<file path="config.mk">
export PLATFORM = sky130hd
export DESIGN_NAME = i2c_byte_master
export DESIGN_NICKNAME = d
export VERILOG_FILES = /design/src/rtl/i2cb_pkg.sv /design/src/rtl/i2cb_bit_timer.sv /design/src/rtl/i2cb_byte_seq.sv /design/src/rtl/i2cb_regs.sv /design/src/rtl/i2c_byte_master.sv
export SDC_FILE = /design/constraint.sdc
export NUM_CORES = 1
export LEC_CHECK = 0
export CELL_PAD_IN_SITES_DETAIL_PLACEMENT = 0
export CELL_PAD_IN_SITES_GLOBAL_PLACEMENT = 1
export CORE_UTILIZATION = 49
export CTS_BUF_LIST = sky130_fd_sc_hd__clkbuf_4
export CTS_CLUSTER_SIZE = 40
export DETAILED_ROUTE_END_ITERATION = 8
export DONT_BUFFER_PORTS = 1
export PLACE_DENSITY = 0.86
export SYNTH_ARGS = -nofsm -noshare
export SYNTH_HDL_FRONTEND = slang
export SYNTH_SLANG_ARGS = --single-unit
export TNS_END_PERCENT = 30
</file>
<file path="constraint.sdc">
create_clock -name clk -period 2.35 [get_ports clk]
set_clock_uncertainty 0.15 [all_clocks]
set_input_delay 0.47 -clock clk [delete_from_list [all_inputs] [get_ports clk]]
set_output_delay 0.47 -clock clk [all_outputs]
set_load 0.02 [all_outputs]
</file>
<file path="src/rtl/i2cb_pkg.sv">
package i2cb_pkg;

  parameter int unsigned BYTE_W = 8;

  typedef logic [BYTE_W-1:0] byte_t;

  typedef enum logic {
    DIR_RX = 1'b0,
    DIR_TX = 1'b1
  } dir_e;

  // bit that goes on the wire next when sending (MSB leads)
  function automatic logic lead_bit(input byte_t b);
    return b[BYTE_W-1];
  endfunction

  // receive: append the sampled line level at the LSB end
  function automatic byte_t push_bit(input byte_t b, input logic bit_in);
    return {b[BYTE_W-2:0], bit_in};
  endfunction

  // send: drop the bit just sent
  function automatic byte_t drop_bit(input byte_t b);
    return {b[BYTE_W-2:0], 1'b0};
  endfunction

endpackage

</file>
<file path="src/rtl/i2cb_bit_timer.sv">
module i2cb_bit_timer #(
  parameter int unsigned HALF = 4
) (
  input  logic clk,
  input  logic rst_n,
  input  logic run,
  output logic cell_last,
  output logic scl_hi
);
  localparam int unsigned CELL = 2 * HALF;
  localparam int unsigned PW   = (CELL > 1) ? $clog2(CELL) : 1;
  localparam logic [PW-1:0] PH_END = PW'(CELL - 1);
  localparam logic [PW-1:0] PH_HI  = PW'(HALF);

  logic [PW-1:0] ph_q;

  always_ff @(posedge clk) begin
    if (!rst_n || !run) begin
      ph_q <= '0;
    end else if (ph_q == PH_END) begin
      ph_q <= '0;
    end else begin
      ph_q <= ph_q + 1'b1;
    end
  end

  assign cell_last = run && (ph_q == PH_END);
  assign scl_hi    = (ph_q >= PH_HI);


  cell_wrap_chk: assert property (@(posedge clk) disable iff (!rst_n)
    cell_last |=> (!scl_hi));
endmodule

</file>
<file path="src/rtl/i2cb_byte_seq.sv">
module i2cb_byte_seq
  import i2cb_pkg::*;
(
  input  logic  clk,
  input  logic  rst_n,
  input  logic  tx_go,
  input  logic  rx_go,
  input  byte_t data_q,
  input  logic  ack_q,
  input  logic  sda_i,
  input  logic  cell_last,
  input  logic  scl_hi,
  output logic  busy,
  output logic  load_tx,
  output logic  rx_bit6,
  output logic  rx_done,
  output byte_t rx_byte,
  output logic  ack_cap_en,
  output logic  ack_cap_val,
  output logic  scl_o,
  output logic  sda_o
);
  localparam int unsigned CW = $clog2(BYTE_W + 1);
  localparam logic [CW-1:0] ACK_CELL  = CW'(BYTE_W);
  localparam logic [CW-1:0] LAST_DATA = CW'(BYTE_W - 1);
  localparam logic [CW-1:0] SECOND    = CW'(1);

  logic          busy_q, parked_q, ack_drv_q;
  dir_e          dir_q;
  logic [CW-1:0] cell_q;
  byte_t         sh_q;

  logic byte_end, start;

  assign byte_end = cell_last && (cell_q == ACK_CELL);
  assign start    = (!busy_q || byte_end) && (tx_go || rx_go);
  assign load_tx  = start && tx_go;

  always_ff @(posedge clk) begin
    if (!rst_n) begin
      busy_q    <= 1'b0;
      parked_q  <= 1'b0;
      ack_drv_q <= 1'b1;
      dir_q     <= DIR_RX;
      cell_q    <= '0;
      sh_q      <= '0;
    end else begin
      if (byte_end) parked_q <= 1'b1;
      if (start) begin
        busy_q <= 1'b1;
        dir_q  <= tx_go ? DIR_TX : DIR_RX;
        cell_q <= '0;
        sh_q   <= tx_go ? data_q : '0;
      end else if (byte_end) begin
        busy_q <= 1'b0;
      end else if (cell_last) begin
        cell_q <= cell_q + 1'b1;
        sh_q   <= (dir_q == DIR_TX) ? drop_bit(sh_q) : push_bit(sh_q, sda_i);
        if (cell_q == LAST_DATA) ack_drv_q <= ack_q;
      end
    end
  end

  assign busy        = busy_q;
  assign rx_bit6     = busy_q && (dir_q == DIR_RX) && cell_last && (cell_q == SECOND);
  assign rx_done     = byte_end && (dir_q == DIR_RX);
  assign rx_byte     = sh_q;
  assign ack_cap_en  = byte_end && (dir_q == DIR_TX);
  assign ack_cap_val = sda_i;

  always_comb begin
    if (!busy_q) begin
      scl_o = !parked_q;
      sda_o = 1'b1;
    end else begin
      scl_o = scl_hi;
      if (cell_q == ACK_CELL) sda_o = (dir_q == DIR_TX) ? 1'b1 : ack_drv_q;
      else                    sda_o = (dir_q == DIR_TX) ? lead_bit(sh_q) : 1'b1;
    end
  end


  sda_low_scl_chk: assert property (@(posedge clk) disable iff (!rst_n)
    (sda_o != $past(sda_o)) |-> !scl_o);


  start_cause_chk: assert property (@(posedge clk) disable iff (!rst_n)
    $rose(busy_q) |-> $past(tx_go || rx_go));
endmodule

</file>
<file path="src/rtl/i2cb_regs.sv">
module i2cb_regs
  import i2cb_pkg::*;
(
  input  logic  clk,
  input  logic  rst_n,
  input  logic  data_we,
  input  byte_t data_wdata,
  input  logic  ack_we,
  input  logic  ack_wdata,
  input  logic  cmd_we,
  input  logic  cmd_tx,
  input  logic  cmd_rx,
  input  logic  data_re,
  input  logic  load_tx,
  input  logic  rx_bit6,
  input  logic  rx_done,
  input  byte_t rx_byte,
  input  logic  ack_cap_en,
  input  logic  ack_cap_val,
  output byte_t data_q,
  output logic  ack_q,
  output logic  tx_go_q,
  output logic  rx_go_q,
  output logic  rx_ready_q,
  output logic  tx_empty_evt_q,
  output logic  rx_full_evt_q
);
  logic set_tx, set_rx;
  assign set_tx = cmd_we && cmd_tx && !cmd_rx;
  assign set_rx = cmd_we && cmd_rx && !cmd_tx;

  always_ff @(posedge clk) begin
    if (!rst_n) begin
      data_q         <= '0;
      ack_q          <= 1'b0;
      tx_go_q        <= 1'b0;
      rx_go_q        <= 1'b0;
      rx_ready_q     <= 1'b0;
      tx_empty_evt_q <= 1'b0;
      rx_full_evt_q  <= 1'b0;
    end else begin
      if (load_tx) tx_go_q <= 1'b0;
      if (set_tx)  tx_go_q <= 1'b1;
      if (rx_bit6) rx_go_q <= 1'b0;
      if (set_rx)  rx_go_q <= 1'b1;
      if (data_we) data_q <= data_wdata;
      if (rx_done) data_q <= rx_byte;
      if (ack_we)     ack_q <= ack_wdata;
      if (ack_cap_en) ack_q <= ack_cap_val;
      if (data_re) rx_ready_q <= 1'b0;
      if (rx_done) rx_ready_q <= 1'b1;
      tx_empty_evt_q <= load_tx;
      rx_full_evt_q  <= rx_done;
    end
  end


  tx_take_chk: assert property (@(posedge clk) disable iff (!rst_n)
    (load_tx && !set_tx) |=> (!tx_go_q && tx_empty_evt_q));


  both_cmd_ignored_chk: assert property (@(posedge clk) disable iff (!rst_n)
    (cmd_we && cmd_tx && cmd_rx && !load_tx && !rx_bit6)
      |=> (tx_go_q == $past(tx_go_q) && rx_go_q == $past(rx_go_q)));


  rx_land_chk: assert property (@(posedge clk) disable iff (!rst_n)
    rx_done |=> (rx_ready_q && rx_full_evt_q && data_q == $past(rx_byte)));


  ack_capture_chk: assert property (@(posedge clk) disable iff (!rst_n)
    ack_cap_en |=> (ack_q == $past(ack_cap_val)));


  rx_go_clear_chk: assert property (@(posedge clk) disable iff (!rst_n)
    (rx_bit6 && !set_rx) |=> !rx_go_q);
endmodule

</file>
<file path="src/rtl/i2c_byte_master.sv">
module i2c_byte_master
  import i2cb_pkg::*;
#(
  parameter int unsigned HALF = 4
) (
  input  logic        clk,
  input  logic        rst_n,
  input  logic        data_we,
  input  logic [7:0]  data_wdata,
  input  logic        ack_we,
  input  logic        ack_wdata,
  input  logic        cmd_we,
  input  logic        cmd_tx,
  input  logic        cmd_rx,
  input  logic        data_re,
  output logic [7:0]  rd_byte,
  output logic        ack_bit,
  output logic        tx_go,
  output logic        rx_go,
  output logic        rx_ready,
  output logic        tx_empty_evt,
  output logic        rx_full_evt,
  output logic        scl_o,
  output logic        sda_o,
  input  logic        sda_i
);
  // internal events, named for the checkers
  logic  busy, cell_last, scl_hi;
  logic  load_tx, rx_bit6, rx_done, ack_cap_en, ack_cap_val;
  byte_t rx_byte, data_q;
  logic  ack_q;

  i2cb_bit_timer #(.HALF(HALF)) u_timer (
    .clk       (clk),
    .rst_n     (rst_n),
    .run       (busy),
    .cell_last (cell_last),
    .scl_hi    (scl_hi)
  );

  i2cb_byte_seq u_seq (
    .clk         (clk),
    .rst_n       (rst_n),
    .tx_go       (tx_go),
    .rx_go       (rx_go),
    .data_q      (data_q),
    .ack_q       (ack_q),
    .sda_i       (sda_i),
    .cell_last   (cell_last),
    .scl_hi      (scl_hi),
    .busy        (busy),
    .load_tx     (load_tx),
    .rx_bit6     (rx_bit6),
    .rx_done     (rx_done),
    .rx_byte     (rx_byte),
    .ack_cap_en  (ack_cap_en),
    .ack_cap_val (ack_cap_val),
    .scl_o       (scl_o),
    .sda_o       (sda_o)
  );

  i2cb_regs u_regs (
    .clk            (clk),
    .rst_n          (rst_n),
    .data_we        (data_we),
    .data_wdata     (data_wdata),
    .ack_we         (ack_we),
    .ack_wdata      (ack_wdata),
    .cmd_we         (cmd_we),
    .cmd_tx         (cmd_tx),
    .cmd_rx         (cmd_rx),
    .data_re        (data_re),
    .load_tx        (load_tx),
    .rx_bit6        (rx_bit6),
    .rx_done        (rx_done),
    .rx_byte        (rx_byte),
    .ack_cap_en     (ack_cap_en),
    .ack_cap_val    (ack_cap_val),
    .data_q         (data_q),
    .ack_q          (ack_q),
    .tx_go_q        (tx_go),
    .rx_go_q        (rx_go),
    .rx_ready_q     (rx_ready),
    .tx_empty_evt_q (tx_empty_evt),
    .rx_full_evt_q  (rx_full_evt)
  );

  assign rd_byte = data_q;
  assign ack_bit = ack_q;


  reset_idle_chk: assert property (@(posedge clk)
    !rst_n |=> (scl_o && sda_o && !tx_go && !rx_go && !rx_ready));
endmodule

</file>
==> flow_metrics.tcl <==
set metrics [dict create \
    status "finished, violations left" \
    violations "DRC" \
    fp.dieArea_mm2 0.003350 \
    synthCells 166 \
    pre_cts_ws_ns 0.3808 \
    drive_above_1_share_pct 11.76 \
    grt_pass1_vias 1150 \
    critPathArrivalTime_ns 1.58 \
    crit_slowest_cell "dfxtp_4" \
    cts_tree "done" \
    slew-limit-headroom_pct 63.86 \
    crit_chain "inv_1, ha_2, and3b_1, nor3_1, o21ai_0, buf_4" \
    setup_tns_ns 0 \
    antenna_found_initial 0 \
    clockBufferDepth 2 \
    via_count 1208 \
    setup_ws_ns 0.1547 \
    p_leak_nw 0.7308 \
    cts_max_level 2 \
    clkSlewWorstSetupHoldPaths_ns 0.09 \
    postRouteAntennaNets 0 \
    wirelength_mm 3.251 \
    critPathTopFamily "flip-flops" \
    seq_area_frac_synth_pct 43.17 \
    start_util_pct 53.64 \
    cap_violations 0 \
    slowest_delay_ns 0.38 \
    synthesis.nets 189 \
    power_density_mw_per_mm2 636.6 \
    worstSetupPathDepth 6 \
    synth.distinct_cells 39 \
    antenna_cells 0 \
    r2r-start "u_timer.ph_q[0]$_SDFF_PP0_" \
    worstRegToRegCells 6 \
    fin_nets 192 \
    drt_iter0_drc 69 \
    hold_path.class "in2reg" \
    cp-start-kind "flop" \
    dr.pass1.iters 6 \
    ys_warn_count 0 \
    hold_path_startpoint "rst_n" \
    synth-seq-cells 33 \
    cp-startpoint "u_seq.cell_q[0]$_SDFFE_PP0P_" \
    port_buffers 0 \
    cp_max_fo 5 \
    end_kind "output pin" \
    cts_buffers 5 \
    cts_sinks 33 \
    grt_max_degree 30 \
    hold_violations 0 \
    cts_setup_buffers 0 \
    num_rows 19 \
    routedWlPerCell_um 16.17 \
    cp_num_buf_inv 2 \
    peakVddDrop_mv 0.3448 \
    drc_errors 2 \
    grt_use_total_pct 20.72 \
    hold_path_depth 1 \
    dp_hpwl_mm 2.226 \
    clock_latency_ns 0.34 \
    fill_cells 279 \
    place.gp.congestion 0.7735 \
    min_period_ns 2.195 \
    max_freq_ghz 0.4555 \
    setup_viol 0 \
    syn_area_per_cell_um2 9.218 \
    grt-ovfl-total 0 \
    tightestPinTransition_ns 0.5421 \
    grt_pass1_wl_mm 5.209 \
    cp.required_ns 1.73 \
    rsz0062_at_grt "no" \
    cts_hold_buffers 0 \
    area_growth_pct 5.887 \
    ctsRootBufferMaster "clkbuf_4" \
    path_class "reg2out" \
    via_per_inst 6.010 \
    coreArea_mm2 0.002853 \
    syn_area_mm2 0.001530 \
    maxSlewViolCount 0 \
    chipWidth_um 57.88 \
    die_height_um 57.88 \
    period_share_pct 93.42 \
    pin_count 34 \
]
metal layers:
metal	up-vias	track usage [%]	routed length (um)
met1	561	27.32	1549
met5	-	0	0
met3	7	9.375	256
met4	0	8.503	44
li1	599	-	-
met2	41	29.39	1400
worst paths after layout:
check | to | slack [ns]
hold reg to reg | u_timer.ph_q[0]$_SDFF_PP0_ | 0.29
hold / removal | u_seq.ack_drv_q$_SDFFE_PN1P_ | 0.05
setup / recovery | sda_o | 0.15
setup reg to reg | u_seq.cell_q[3]$_SDFFE_PP0P_ | 0.31
report_power, final:
| part | total (mW) | internal, mW | switching, mW |
|---|---|---|---|
| Sequential | 0.620 | 0.583 | 0.0373 |
| Clock | 0.336 | 0.154 | 0.182 |
| Combinational | 0.0751 | 0.0405 | 0.0346 |
| Total | 1.03 | 0.777 | 0.254 |
synthesized netlist by cell type:
library cell  number  area, um^2
ha_1               5       62.56
mux2i_1            9       90.09
a221oi_1           1       8.760
o22ai_1            1       6.260
nor3b_1            2       15.01
nand4b_1           1       8.760
a21boi_2           1       11.26
buf_4              1       7.510
dfxtp_1           33       660.6
a21boi_0           1       7.510
o21bai_1           1       7.510
or4b_1             1       10.01
and3b_1            1       8.760
buf_1              1       3.750
a21oi_2            1       8.760
nand2_1           16       60.06
buf_2              1       5.000
and2_1             3       18.77
inv_1              3       11.26
a2bb2oi_1          8       70.07
o21ai_0           14       70.07
nand3_1            3       15.01
nor2b_1            2       12.51
nand2b_1           2       12.51
a21oi_1            2       10.01
clkbuf_1           5       18.77
and3_1             3       18.77
a21boi_1           1       7.510
o21a_1             1       7.510
nor2_1            15       56.30
xnor2_1            2       17.52
nor3_1            11       55.05
nor4_1             1       6.260
buf_8              1       15.01
or3_1              1       6.260
nand3b_4           1       20.02
buf_6              1       11.26
a211oi_1           1       7.510
o211a_1            8       80.08
per-stage QoR:
step / instances / hold WS [ns] / power (mW) / util [%] / area, um^2
after global placement: 193 / 0.2528 / 0.7061 / 54.43 / 1553
after floorplan: 166 / 0.2462 / 0.6969 / - / 1530
after global routing: 201 / 0.04900 / 1.070 / 56.80 / 1620
after CTS: 201 / 0.04931 / 1.039 / 56.54 / 1613
final: 201 / 0.05383 / 1.031 / 56.80 / 1620
after detailed placement: 193 / 0.2676 / 0.7101 / 54.43 / 1553
logic make-up (layout without fill, tap and decap cells):
kind of cell	Yosys count	in the layout	share of synthesized area [%]
mux	9	9	5.887
flops	33	33	43.17
simple gates	63	63	21.18
xor+xnor	2	2	1.145
compound gates	41	41	19.79
fa+ha+maj	5	5	4.088
buf+inv	13	17	4.742
repair_timing:
| item | 4_1_cts | 5_1_grt |
|---|---|---|
| hold endpoints to repair | 0 | 0 |
| gates resized for setup | 0 | 4 |
| setup endpoints to repair | 0 | 1 |
placed cells by master (no fill, tap or decap), drive strengths merged, types with 5 or more instances in the layout:
cell / synthesis / final
o21ai: 14 / 14
buf: 5 / 6
nor3: 11 / 11
o211a: 8 / 8
mux2i: 9 / 9
nor2: 15 / 15
ha: 5 / 5
a2bb2oi: 8 / 8
nand2: 16 / 16
clkbuf: 5 / 8
dfxtp: 33 / 33
registers in the layout, summed over array words and instances, names as in the netlist, 3 cells and up:
name and flops:
u_regs.data_q 8, u_seq.cell_q 4, u_seq.rx_byte 8, u_timer.ph_q 3
layout make-up:
type / count / area, um^2 / area share (%)
inverter: 3 / 11.26 / 0.6950
clock buffer: 8 / 60.06 / 3.707
timing repair buffer: 6 / 45.04 / 2.780
tap: 31 / 38.79 / 2.394
sequential: 33 / 665.6 / 41.08
multi-input combinational: 120 / 799.5 / 49.34
Note: power is estimated with default switching activity, not from simulation.
